==> config.mk <==
export PLATFORM = sky130hd
export DESIGN_NAME = ocal_seq_top
export DESIGN_NICKNAME = d
export VERILOG_FILES = /design/src/rtl/ocal_pkg.sv /design/src/rtl/ocal_sat.sv /design/src/rtl/ocal_accum.sv /design/src/rtl/ocal_dcblock.sv /design/src/rtl/ocal_seq_top.sv
export SDC_FILE = /design/constraint.sdc
export NUM_CORES = 1
export LEC_CHECK = 0
export BUFFER_PORTS_ARGS = -buffer_cell sky130_fd_sc_hd__buf_4
export CORE_MARGIN = 2
export CORE_UTILIZATION = 40
export DETAILED_ROUTE_END_ITERATION = 7
export GPL_ROUTABILITY_DRIVEN = 0
export GPL_TIMING_DRIVEN = 0
export PLACE_DENSITY_LB_ADDON = 0.25
export SETUP_SLACK_MARGIN = 0.05
export SLEW_MARGIN = 5
export SYNTH_ARGS = -nofsm -noshare
export SYNTH_HDL_FRONTEND = slang
export SYNTH_SLANG_ARGS = --single-unit
==> constraint.sdc <==
create_clock -name clk -period 11.2 [get_ports clk]
set_input_delay 0 -clock clk [delete_from_list [all_inputs] [get_ports clk]]
set_output_delay 0 -clock clk [all_outputs]
set_load 0.02 [all_outputs]
==> src/rtl/ocal_pkg.sv <==
package ocal_pkg;
  typedef enum logic [1:0] {
    ST_IDLE = 2'd0,
    ST_CAL  = 2'd1,
    ST_RUN  = 2'd2
  } ocal_state_e;
endpackage

==> src/rtl/ocal_sat.sv <==
module ocal_sat #(
  parameter int IW = 26,
  parameter int OW = 24
) (
  input  logic signed [IW-1:0] in_i,
  output logic signed [OW-1:0] out_o
);
  localparam logic signed [IW-1:0] HI = {{(IW-OW+1){1'b0}}, {(OW-1){1'b1}}};
  localparam logic signed [IW-1:0] LO = {{(IW-OW+1){1'b1}}, {(OW-1){1'b0}}};

  always_comb begin
    if (in_i > HI)      out_o = HI[OW-1:0];
    else if (in_i < LO) out_o = LO[OW-1:0];
    else                out_o = in_i[OW-1:0];
  end
endmodule

==> src/rtl/ocal_accum.sv <==
module ocal_accum #(
  parameter int DW       = 24,
  parameter int CAL_LOG2 = 10
) (
  input  logic                 clk,
  input  logic                 rst,
  input  logic                 clr_i,
  input  logic                 add_i,
  input  logic                 last_i,
  input  logic signed [DW-1:0] x_i,
  output logic signed [DW-1:0] off_o
);
  localparam int AW = DW + CAL_LOG2;

  logic signed [AW-1:0] acc_q;
  logic signed [AW-1:0] sum;
  logic signed [AW-1:0] avg;

  assign sum = acc_q + {{CAL_LOG2{x_i[DW-1]}}, x_i};
  assign avg = sum >>> CAL_LOG2;

  always_ff @(posedge clk) begin
    if (rst) begin
      acc_q <= '0;
      off_o <= '0;
    end else if (clr_i) begin
      acc_q <= '0;
    end else if (add_i) begin
      if (last_i) begin
        off_o <= avg[DW-1:0];
        acc_q <= '0;
      end else begin
        acc_q <= sum;
      end
    end
  end
endmodule

==> src/rtl/ocal_dcblock.sv <==
module ocal_dcblock #(
  parameter int DW        = 24,
  parameter int HPF_SHIFT = 12
) (
  input  logic                 clk,
  input  logic                 rst,
  input  logic                 en_i,
  input  logic                 step_i,
  input  logic signed [DW-1:0] x_i,
  output logic signed [DW-1:0] y_o
);
  localparam int FW = DW + 3;

  logic signed [DW-1:0] xp_q, yp_q;
  logic signed [DW-1:0] y_sat;
  logic signed [FW-1:0] fsum;

  assign fsum = FW'(x_i) - FW'(xp_q) + FW'(yp_q) - FW'(yp_q >>> HPF_SHIFT);

  ocal_sat #(.IW(FW), .OW(DW)) sat_i (.in_i(fsum), .out_o(y_sat));

  assign y_o = en_i ? y_sat : x_i;

  always_ff @(posedge clk) begin
    if (rst || !en_i) begin
      xp_q <= '0;
      yp_q <= '0;
    end else if (step_i) begin
      xp_q <= x_i;
      yp_q <= y_sat;
    end
  end

  // filter history only moves on a taken sample
  assert_hist_hold_R10: assert property (@(posedge clk) disable iff (rst)
    (en_i && !step_i) |=> (!en_i || ($stable(xp_q) && $stable(yp_q))));
endmodule

==> src/rtl/ocal_seq_top.sv <==
module ocal_seq_top
  import ocal_pkg::*;
#(
  parameter int DW        = 24,
  parameter int CAL_LOG2  = 10,
  parameter int HPF_SHIFT = 12
) (
  input  logic                 clk,
  input  logic                 rst,
  input  logic                 ref_sel_i,
  input  logic                 hpf_en_i,
  input  logic                 smp_valid_i,
  input  logic signed [DW-1:0] smp_l_i,
  input  logic signed [DW-1:0] smp_r_i,
  output logic                 mux_sel_o,
  output logic                 cal_busy_o,
  output logic                 out_valid_o,
  output logic signed [DW-1:0] out_l_o,
  output logic signed [DW-1:0] out_r_o
);
  localparam int NCH = 2;
  localparam logic [CAL_LOG2-1:0] LAST_IDX = '1;

  ocal_state_e          state_q;
  logic [CAL_LOG2-1:0]  cnt_q;
  logic                 take, last;
  logic signed [DW-1:0] x_ch  [NCH];
  logic signed [DW-1:0] y_ch  [NCH];
  logic signed [DW-1:0] out_q [NCH];

  assign x_ch[0] = smp_l_i;
  assign x_ch[1] = smp_r_i;
  assign take    = smp_valid_i && (state_q == ST_CAL);
  assign last    = take && (cnt_q == LAST_IDX);

  for (genvar ch = 0; ch < NCH; ch++) begin : g_ch
    logic signed [DW-1:0] off;
    logic signed [DW:0]   diff;
    logic signed [DW-1:0] corr;

    ocal_accum #(.DW(DW), .CAL_LOG2(CAL_LOG2)) acc_i (
      .clk(clk), .rst(rst), .clr_i(state_q == ST_IDLE),
      .add_i(take), .last_i(last), .x_i(x_ch[ch]), .off_o(off));

    assign diff = (DW+1)'(x_ch[ch]) - (DW+1)'(off);

    ocal_sat #(.IW(DW+1), .OW(DW)) sub_sat_i (.in_i(diff), .out_o(corr));

    ocal_dcblock #(.DW(DW), .HPF_SHIFT(HPF_SHIFT)) dcb_i (
      .clk(clk), .rst(rst), .en_i(hpf_en_i),
      .step_i(smp_valid_i && state_q == ST_RUN),
      .x_i(corr), .y_o(y_ch[ch]));
  end

  always_ff @(posedge clk) begin
    if (rst) begin
      state_q     <= ST_IDLE;
      cnt_q       <= '0;
      mux_sel_o   <= 1'b0;
      out_valid_o <= 1'b0;
      for (int ch = 0; ch < NCH; ch++) out_q[ch] <= '0;
    end else begin
      mux_sel_o   <= ref_sel_i;
      out_valid_o <= smp_valid_i && (state_q != ST_IDLE);
      case (state_q)
        ST_IDLE: state_q <= ST_CAL;
        ST_CAL: if (take) begin
          cnt_q <= cnt_q + 1'b1;
          if (last) state_q <= ST_RUN;
        end
        default: state_q <= ST_RUN;
      endcase
      if (smp_valid_i && state_q != ST_IDLE)
        for (int ch = 0; ch < NCH; ch++)
          out_q[ch] <= (state_q == ST_RUN) ? y_ch[ch] : '0;
    end
  end

  assign cal_busy_o = (state_q == ST_CAL);
  assign out_l_o    = out_q[0];
  assign out_r_o    = out_q[1];

  assert_reset_quiet_R1: assert property (@(posedge clk)
    rst |=> (!cal_busy_o && !out_valid_o));

  assert_auto_start_R2: assert property (@(posedge clk) disable iff (rst)
    (state_q == ST_IDLE) |=> cal_busy_o);

  assert_busy_end_on_sample_R3: assert property (@(posedge clk) disable iff (rst)
    $fell(cal_busy_o) |-> $past(smp_valid_i));

  assert_cal_zero_out_R4: assert property (@(posedge clk) disable iff (rst)
    ($past(cal_busy_o) && out_valid_o) |-> (out_l_o == '0 && out_r_o == '0));

  assert_valid_follows_input_R10: assert property (@(posedge clk) disable iff (rst)
    out_valid_o |-> $past(smp_valid_i));
endmodule

# ---- Yosys cells after proc, flatten, opt, wreduce, memory -nomap -nowiden
# Memory sizes are Yosys's and may differ from the RTL's.
# Index checks and enable logic that the tools add are counted.
dict set report totals {
  reg_bits 226
  mem_bits_rw 48
  inputBits 53
  output_inout_bits 51
  elab_cells 76
  memories 1
}
# memory words width rd rd_clocked_by_memory_dff wr line
set memory_table {}
lappend memory_table {out_q 2 24 2 0 2 ocal_seq_top.sv:29} ;# logic signed [DW-1:0] out_q [NCH];
dict set report classes {
  addsub 11
  n_lt_le_gt_ge 8
  n_eq_ne 5
  n_mux 24
  bitwise_logic 3
  n_reduce_logical 12
}
# operator count
set ops {}
lappend ops {{$mux W24} 14}
lappend ops {{$sub A24 B24 Y25} 4}
lappend ops {{$add A34 B34 Y34} 2}
lappend ops {{$mux W34} 2}
lappend ops {{$gt A27 B24 Y1 const B} 2}
lappend ops {{$lt A27 B24 Y1 const B} 2}
lappend ops {{$sub A27 B12 Y27} 2}
lappend ops {{$add A25 B24 Y26} 2}
lappend ops {{$gt A25 B24 Y1 const B} 2}
lappend ops {{$lt A25 B24 Y1 const B} 2}
lappend ops {{$add A10 B1 Y10 const B} 1}
lappend ops {{$eq A10 B10 Y1 const B} 1}
lappend ops {{$mux W1} 5}
lappend ops {{$logic_and A1 B1 Y1} 4}
lappend ops {{$mux W2} 2}
lappend ops {{$ne A2 B1 Y1 const B} 2}
lappend ops {{$pmux W2 S2} 1}
lappend ops {{$reduce_and A2 Y1} 2}
lappend ops {{$reduce_and A3 Y1} 1}
lappend ops {{$eq A2 B1 Y1 const B} 1}
lappend ops {{$eq A2 B2 Y1 const B} 1}
lappend ops {{$logic_not A2 Y1} 1}
lappend ops {{$or A1 B1 Y1} 2}
lappend ops {{$reduce_bool A2 Y1} 1}
lappend ops {{other kinds (4)} 4}

# ---- Longest topological paths before layout
# Gate-level depths: netlist (run 1).
dict set report depth {
  ltp_word 13
  mapped_depth 42
}

# ---- Cells and area by module
# From an unflattened synthesis (run 1), not the netlist that was laid out.
dict set report hier_totals {
  hier_cells 2921
  hier_area_um2 24267.0
}
# mod n_inst cells_per_inst area_per_inst_um2
set by_module_without_submodules {}
lappend by_module_without_submodules {ocal_seq_top 1 537 4937.2}
lappend by_module_without_submodules {{ocal_dcblock (g_ch[1].dcb_i)} 1 564 4678.2}
lappend by_module_without_submodules {{ocal_dcblock (g_ch[0].dcb_i)} 1 545 4601.9}
lappend by_module_without_submodules {{ocal_accum (g_ch[1].acc_i)} 1 541 4184.0}
lappend by_module_without_submodules {{ocal_accum (g_ch[0].acc_i)} 1 508 4071.4}
lappend by_module_without_submodules {{ocal_sat (g_ch[0].dcb_i.sat_i ...)} 2 84 589.3}
lappend by_module_without_submodules {{ocal_sat (g_ch[0].sub_sat_i ...)} 2 29 307.8}

# ---- Worst setup path before layout (run 1)
# OpenSTA, ideal clock, no wires.
dict set report synth_path {
  kind {register to register}
  startpoint {register g_ch[0].acc_i.off_o[1]}
  endpoint {memory out_q[0][12] (data pin)}
  setup_ps 159
  arrival_time_ps 8061
  path_slack_ps 2980
  path_stages_with_launch 37
  path_buffers 3
  synth_period_minus_slack_ps 8220
  cell_sequence {dfxtp_1 -> inv_1 -> ha_1 -> nor2b_1 -> o31a_1 -> o21ai_0 -> a21oi_1 -> o32ai_1 -> o21ai_0 -> xnor2_1 -> clkbuf_1 -> clkbuf_1 -> maj3_1 -> fa_1 -> inv_1 -> ha_1 -> or3_1 -> o21ai_0 -> a21oi_1 -> a211o_1 -> o21ai_0 -> o21bai_1 -> a21o_1 -> a21o_1 -> a21oi_1 -> xnor2_1 -> ha_1 -> a21o_1 -> a211oi_1 -> nor4b_1 -> or3_1 -> o211ai_4 -> o31ai_4 -> nor2_2 -> or2_1 -> buf_6 -> a211oi_2}
}
# element line
set synth_lines {}
lappend synth_lines {{from (decl)} ocal_accum.sv:11} ;# output logic signed [DW-1:0] off_o
lappend synth_lines {{from (signal assigned)} ocal_accum.sv:30} ;# off_o <= avg[DW-1:0];
lappend synth_lines {{to (decl)} ocal_seq_top.sv:29}

==> summary.log, run 1 <==
INFO  global_routing grt_max_degree=29
INFO  timing         max_freq=96.07MHz
INFO  synthesis      syn_avg_cell_area=8.117squm
INFO  timing         slew_at_the_pin_with_the_worst_max_slew_slack=1.069ns
INFO  clock_network  insertion_delay=0.56ns
INFO  timing         finalHoldWorstSlack=0.02289ns
INFO  drt            drt_first_iter_violations=1748
INFO  global_routing grt_util_all_layers=24.36%
INFO  global_routing overflow=0
INFO  floorplan      die-width=239.8um
INFO  floorplan      io_pins=104
INFO  synthesis      ys_top_cells_by_area=sky130_fd_sc_hd__dfxtp_1, sky130_fd_sc_hd__ha_1, sky130_fd_sc_hd__a21oi_1
INFO  synthesis      top_reg_cell_synth=sky130_fd_sc_hd__dfxtp_1
INFO  clock_network  worst_setup_hold_path_clk_slew=0.06ns
INFO  final_layout   drive_above_1_share=7.508%
INFO  timing         final.setup.tns=0ns
INFO  synthesis      netlist_instances=2741
INFO  drt            avgRoutedWirePerCell=19.46um
INFO  global_routing number_of_global_route_vias_before_repair=19948
INFO  placement      placement.io_buffers=103
INFO  timing         setup_viol_count_final=0
INFO  timing         remaining_max_slew_budget_at_the_tightest_pin=28.16%
INFO  critical_path  critical-path-max-stage-delay=0.60ns
INFO  synthesis      syn-num-nets=3067
INFO  final_layout   n_antenna_cell=0
INFO  final_layout   layout.filler_cells=5434
INFO  power          total_power_after_layout=0.004855W
INFO  drt            drt.antenna.violating_nets=0
INFO  placement      detailedPlacementHpwl=56.66mm
INFO  drt            detail_route.drc_violations=0
INFO  critical_path  cp_data_arrival_time=10.68ns
INFO  floorplan      standard_cell_rows=86
INFO  critical_path  worst_ep_required_time=11.47ns
INFO  final_layout   final_core_util=46.02%
INFO  synthesis      post_synth_instance_area=22250squm
INFO  clock_network  tritoncts.num_buffers=35
INFO  floorplan      die_area=57520squm
INFO  synthesis      seq_area_frac_synth=26.82%
INFO  synthesis      cell_taking_the_most_area_after_synthesis=sky130_fd_sc_hd__dfxtp_1
INFO  drt            postRouteWirelength=71.30mm
INFO  floorplan      initial_utilization=40.38%
INFO  synthesis      count_of_flip_flops_with_a_built_in_enable_after_synthesis=48
INFO  critical_path  critical_path.slowest_cell=sky130_fd_sc_hd__fa_1
INFO  critical_path  type_of_element_launching_the_critical_path=flop
INFO  timing         finClkSkew=0.02399ns
INFO  synthesis      netlist.area_leader.share=20.34%
INFO  critical_path  end_kind=flop
INFO  power          cellPowerDensity=191.5nW/um^2
INFO  floorplan      die_height=239.8um
INFO  clock_network  cts-htree-levels=2
INFO  global_routing antenna_violations_before_repair=2
INFO  synthesis      synth_async_sr_flop_share=0%
INFO  worst_hold_path worst_hold_path_type=input port to flop
INFO  drt            dr.pass1.iters=5
INFO  timing         grt_setup_unrepaired=no
INFO  floorplan      core-area=55090squm
INFO  outcome        outcome=finished, final reports clean
INFO  timing         final.period_utilization=92.94%
INFO  synthesis      synth_cell_types=89
INFO  final_layout   final_cell_mix=sky130_fd_sc_hd__a21oi_1, sky130_fd_sc_hd__inv_1, sky130_fd_sc_hd__nand2_1
INFO  timing         hold_viol_final=0
INFO  placement      cell_count_after_placement=3594
INFO  final_layout   area_growth_syn_to_layout=13.95%
INFO  synthesis      yosysWarningCount=0
INFO  clock_network  cts_tree=built
INFO  clock_network  cts.repair_timing.setup_buffer_count=0
INFO  timing         finalWorstPathRequiredPeriod=10.41ns
INFO  power          ir_drop=0.09527mV
INFO  global_routing grt_first_pass_wirelength=110.1mm
INFO  drt            num_vias=20909
INFO  critical_path  crit_type=flop to flop
INFO  job            timing.max_cap.violations=0
INFO  final_layout   final-instance-count-excl-fill=3665
INFO  final_layout   most_frequent_standard_cell_in_the_layout_excluding_fill_and_tap_cells=sky130_fd_sc_hd__a21oi_1
INFO  final_layout   finalNetCount=3218
INFO  clock_network  cts_num_sinks=274
INFO  power          leakagePower=10.48nW
INFO  timing         timing_max_transition_violations_final=0
INFO  clock_network  clk_path_buf_depth=3
INFO  critical_path  worst-path-max-fanout=10
INFO  drt            post_drt_via_cell_ratio=5.705
INFO  synthesis      flops_latches_synth=274
INFO  clock_network  cts_root_buf=sky130_fd_sc_hd__clkbuf_16
-- registers in the layout (all words and copies together) (netlist names) --
signal,cells
out_valid_o,1
g_ch.dcb_i.yp_q,48
g_ch.acc_i.acc_q,68
g_ch.dcb_i.xp_q,48
cnt_q,10
out_q,48
g_ch.acc_i.off_o,48
mux_sel_o,1
state_q,2
-- cells by family after synthesis --
group,Yosys count,synth area share [%]
muxes,7,0.3430
and+or+nand+nor,745,15.43
xor gates and xnor gates,184,7.244
adders and majority gates,289,17.90
DFF,274,26.82
AOI/OAI and AO/OA,901,26.43
buffers and inverters,341,5.843
-- final timing paths --
path / startpoint / end / slack, ns / depth (start not counted)
min: smp_r_i[5] / g_ch[1].acc_i.acc_q[5] / 0.02 / 5
max: g_ch[1].acc_i.off_o[8] / out_q[0][26] / 0.79 / 34
min reg2reg: g_ch[1].acc_i.off_o[13] / g_ch[1].acc_i.off_o[13] / 0.45 / 2
max reg2reg: g_ch[1].acc_i.off_o[8] / out_q[0][26] / 0.79 / 34
-- area by class of cell --
type                            instances  area, sq um  share of cell area, %
Tap cell                              748        935.9                  3.692
Timing Repair Buffer                  114        910.9                  3.593
Buffer                                 96        380.4                  1.500
Clock buffer                           44        993.5                  3.919
Clock inverter                         18        240.2                 0.9476
Multi-Input combinational cell       2126        15010                  59.19
Inverter                              245        919.6                  3.627
Sequential cell                       274         5966                  23.53
-- worst max-delay path: cells and delay by family, from the launching register on --
kind	cells	cell delay (ns)
AOI/OAI and AO/OA	20	5.54
adders and majority gates	4	1.80
and+or+nand+nor	5	0.99
buffers and inverters	2	0.52
muxes	1	0.48
xor gates and xnor gates	2	0.47
DFF	1	0.33
-- per-layer routing --
metal / part of all wire, % / GRT usage, %
met5: 0.038 / 0
met4: 3.7 / 8.865
met3: 7.0 / 3.884
met2: 45 / 39.42
met1: 45 / 32.72
-- metrics by stage --
step	worst slack, ns	instance area [sq um]
global placement	1.038	23960
floorplan	2.980	22250
CTS	0.7974	25330
detailed placement	0.8558	24010
finish	0.7909	25350
global route	0.1170	25350
-- report_power, final --
group / internal [W] / total, W / switching, W
Sequential: 0.00101 / 0.00102 / 0.00000608
Combinational: 0.000942 / 0.00261 / 0.00167
Clock: 0.000747 / 0.00123 / 0.000480
-- synth_stat cells, types with 6 or more instances --
cell and n:
sky130_fd_sc_hd__maj3_1 16, sky130_fd_sc_hd__a22oi_1 38, sky130_fd_sc_hd__nor3_1 49, sky130_fd_sc_hd__a21boi_0 10, sky130_fd_sc_hd__or2_2 13, sky130_fd_sc_hd__o31ai_1 8
sky130_fd_sc_hd__and3_1 20, sky130_fd_sc_hd__fa_1 54, sky130_fd_sc_hd__dfxtp_1 226, sky130_fd_sc_hd__a221oi_2 7, sky130_fd_sc_hd__edfxtp_1 48, sky130_fd_sc_hd__o21a_1 32
sky130_fd_sc_hd__o22ai_1 11, sky130_fd_sc_hd__nand2b_1 48, sky130_fd_sc_hd__inv_1 244, sky130_fd_sc_hd__xor2_1 64, sky130_fd_sc_hd__xnor2_1 120, sky130_fd_sc_hd__nor2_1 224
sky130_fd_sc_hd__and2_1 21, sky130_fd_sc_hd__ha_1 219, sky130_fd_sc_hd__o211ai_1 25, sky130_fd_sc_hd__clkbuf_1 83, sky130_fd_sc_hd__a211oi_1 66, sky130_fd_sc_hd__nand4_1 22
sky130_fd_sc_hd__a21oi_1 298, sky130_fd_sc_hd__nor2b_1 15, sky130_fd_sc_hd__a221oi_1 32, sky130_fd_sc_hd__a31oi_1 22, sky130_fd_sc_hd__nand2_1 235, sky130_fd_sc_hd__a21o_1 87
sky130_fd_sc_hd__or3_1 26, sky130_fd_sc_hd__o21ai_0 150, sky130_fd_sc_hd__o21bai_1 28, sky130_fd_sc_hd__a22o_1 14, sky130_fd_sc_hd__buf_1 6, sky130_fd_sc_hd__nand3_1 46
-- repair_timing --
| item | in CTS | in global routing |
|---|---|---|
| gates resized for setup | 0 | 4 |
| endpoints found under the hold margin | 14 | 0 |
| hold buffers | 9 | 0 |
| setup endpoints to repair | 0 | 4 |
No activity file was read; power rests on OpenSTA's default activity.
==> inputs of run 2 (changes only) <==
CORE_ASPECT_RATIO = 2   (was not set)
==> summary.log, run 2 (same netlist as run 1, synthesis figures left out) <==
INFO  outcome        outcome=finished, final reports clean
INFO  drt            postRouteWirelength=76.62mm
INFO  clock_network  cts.repair_timing.setup_buffer_count=0
INFO  worst_hold_path worst_hold_path.num_cells=5
INFO  floorplan      io_pins=104
INFO  critical_path  crit_type=flop to flop
INFO  global_routing overflow=0
INFO  critical_path  cp_num_cells=36
INFO  placement      detailedPlacementHpwl=62.74mm
INFO  timing         setup_viol_count_final=0
INFO  timing         remaining_max_slew_budget_at_the_tightest_pin=28.52%
INFO  power          pwr-share-clk=21.3%
INFO  final_layout   n_antenna_cell=0
INFO  worst_hold_path worst_hold_path_type=input port to flop
INFO  timing         finClkSkew=0.01306ns
INFO  critical_path  type_of_element_launching_the_critical_path=flop
INFO  drt            post_drt_via_cell_ratio=5.740
INFO  critical_path  r2r.worst_path.cells=36
INFO  floorplan      die_height=337.5um
INFO  critical_path  worst_ep_required_time=11.51ns
INFO  power          switchingPower=0.002197W
INFO  drt            drt_first_iter_violations=1257
INFO  timing         final.setup.tns=0ns
INFO  drt            avgRoutedWirePerCell=20.93um
INFO  final_layout   area_growth_syn_to_layout=12.90%
INFO  floorplan      die-width=170.8um
INFO  timing         postLayoutSetupSlackWorst=0.5188ns
INFO  clock_network  cts-htree-levels=1
INFO  timing         max_freq=93.62MHz
INFO  critical_path  cp_data_arrival_time=10.99ns
INFO  global_routing grt.busiest_layer=met2
INFO  worst_hold_path timing.hold.worst.start=smp_r_i[18]
INFO  job            timing.max_cap.violations=0
INFO  power          internal_power_consumption=0.002488W
INFO  timing         final.period_utilization=95.37%
INFO  global_routing grt_first_pass_wirelength=115.6mm
INFO  clock_network  cts_root_buf=sky130_fd_sc_hd__clkbuf_16
INFO  placement      cell_count_after_placement=3588
INFO  power          power.switching_fraction=46.90%
INFO  final_layout   regMostFlops=g_ch.acc_i.acc_q
INFO  clock_network  worst_setup_hold_path_clk_slew=0.07ns
INFO  critical_path  crit_top_cell=sky130_fd_sc_hd__a21oi_1
INFO  critical_path  end_kind=flop
INFO  drt            drt.antenna.violating_nets=0
INFO  floorplan      initial_utilization=40.37%
INFO  clock_network  clk_path_buf_depth=3
INFO  timing         hold_viol_final=0
INFO  final_layout   most_frequent_standard_cell_in_the_layout_excluding_fill_and_tap_cells=sky130_fd_sc_hd__a21oi_1
INFO  final_layout   final-instance-count-excl-fill=3660
INFO  power          logic_pwr_share=56.9%
INFO  drt            dr.pass1.iters=5
INFO  global_routing antenna_violations_before_repair=1
INFO  clock_network  cts_num_sinks=274
INFO  global_routing grt_util_all_layers=26.09%
INFO  critical_path  worst-path-max-fanout=10
INFO  placement      post-place-ws=0.5962ns
INFO  clock_network  cts_tree=built
INFO  clock_network  insertion_delay=0.60ns
INFO  critical_path  critical-path-max-stage-delay=0.65ns
INFO  final_layout   final_core_util=45.58%
INFO  timing         timing_max_transition_violations_final=0
INFO  timing         slew_at_the_pin_with_the_worst_max_slew_slack=1.065ns
INFO  power          seq_power_share=21.8%
INFO  power          cellPowerDensity=186.5nW/um^2
INFO  critical_path  critical_path.slowest_cell=sky130_fd_sc_hd__a221oi_1
INFO  power          ir_drop=0.1127mV
INFO  timing         grt_setup_unrepaired=yes
INFO  global_routing groute.layer.met1.usage=24.85%
INFO  final_layout   drive_above_1_share=7.167%
INFO  floorplan      standard_cell_rows=122
INFO  final_layout   layout.filler_cells=5472
INFO  final_layout   finalNetCount=3220
INFO  global_routing global_route.usage.met3=2.763%
INFO  critical_path  r2r_start=g_ch[0].acc_i.off_o[0]
INFO  drt            num_vias=21010
INFO  placement      placement.io_buffers=103
INFO  timing         finalWorstPathRequiredPeriod=10.68ns
INFO  clock_network  tritoncts.num_buffers=28
INFO  global_routing number_of_global_route_vias_before_repair=21283
INFO  critical_path  critical_path.startpoint=g_ch[0].acc_i.off_o[0]
INFO  final_layout   largest_register_ff_count=68
INFO  floorplan      die_area=57630squm
INFO  critical_path  cp.buffers_inverters=4
INFO  power          leakagePower=10.37nW
INFO  final_layout   final_cell_mix=sky130_fd_sc_hd__a21oi_1, sky130_fd_sc_hd__inv_1, sky130_fd_sc_hd__nand2_1
INFO  critical_path  critical-path-top-delay-family=compound AO/OA/AOI/OAI gates
INFO  floorplan      core-area=55110squm
INFO  global_routing groute.layer.met2.usage=49.01%
INFO  global_routing grt_max_degree=49
INFO  drt            detail_route.drc_violations=0
[run 2: cell types whose count changed in the layout (fill, tap and decap cells not counted), moves of 3 or more]
cell | previous run | this run
sky130_fd_sc_hd__dlygate4sd3_1 | 9 | 20
sky130_fd_sc_hd__clkbuf_16 | 37 | 30
sky130_fd_sc_hd__bufinv_16 | 5 | 1
sky130_fd_sc_hd__clkbuf_1 | 85 | 81
sky130_fd_sc_hd__a2111oi_1 | 0 | 3
sky130_fd_sc_hd__a2111oi_2 | 3 | 0
sky130_fd_sc_hd__clkbuf_8 | 4 | 1
sky130_fd_sc_hd__clkinv_4 | 0 | 3
[run 2: what timing repair did]
action / in CTS / in global routing
hold buffers: 20 / 0
gates resized for setup: 0 / 8
hold endpoints to repair: 26 / 0
setup endpoints to repair: 0 / 21
[run 2: layout make-up]
| class | instances | area [sq um] | share of cell area (%) |
|---|---|---|---|
| tap | 744 | 930.9 | 3.706 |
| clock inverter | 20 | 172.7 | 0.6874 |
| timing repair buffer | 123 | 973.4 | 3.875 |
| inverter | 245 | 919.6 | 3.661 |
| buffer | 96 | 384.1 | 1.529 |
| clock buffer | 32 | 768.2 | 3.059 |
| multi-input combinational | 2126 | 15000 | 59.73 |
| sequential | 274 | 5966 | 23.75 |
[run 2: through the flow]
stage	hold WS, ns	power, W	area [sq um]
final	0.02574	0.004686	25120
after global routing	0.04311	0.004943	25120
after CTS	0.009664	0.004637	25100
after detailed placement	0.2242	0.003611	23960
after global placement	0.2186	0.003571	23950
after floorplan	0.1282	0.002906	22250
[run 2: power groups by stage]
stage	registers, W	logic (W)	clock network [W]
2_1_floorplan	0.00105	0.00186	0
3_3_place_gp	0.00104	0.00253	0
3_5_place_dp	0.00104	0.00257	0
4_1_cts	0.00102	0.00260	0.00102
5_1_grt	0.00102	0.00287	0.00105
6_report	0.00102	0.00267	0.00100
[run 2: tightest hold or removal path, cell delays in order]
cell and delay (ns):
sky130_fd_sc_hd__buf_4 0.11, sky130_fd_sc_hd__ha_1 0.20, sky130_fd_sc_hd__xor2_1 0.13, sky130_fd_sc_hd__nand2_1 0.08, sky130_fd_sc_hd__a21oi_1 0.06
[run 2: path summary, 6_finish.rpt]
| kind | endpoint | slack, ns |
|---|---|---|
| hold reg to reg | g_ch[1].acc_i.off_o[10] | 0.45 |
| setup / recovery | out_q[0][15] | 0.52 |
| hold / removal | g_ch[1].acc_i.off_o[8] | 0.03 |
| setup reg to reg | out_q[0][15] | 0.52 |
[run 2: routing by layer]
metal / vias to the layer above / share of wire [%] / wire length, um
met2: 674 / 52 / 39550
li1: 10106 / - / -
met4: 2 / 9.8 / 7472
met3: 287 / 3.9 / 3000
met1: 9941 / 35 / 26580
met5: - / 0.016 / 12
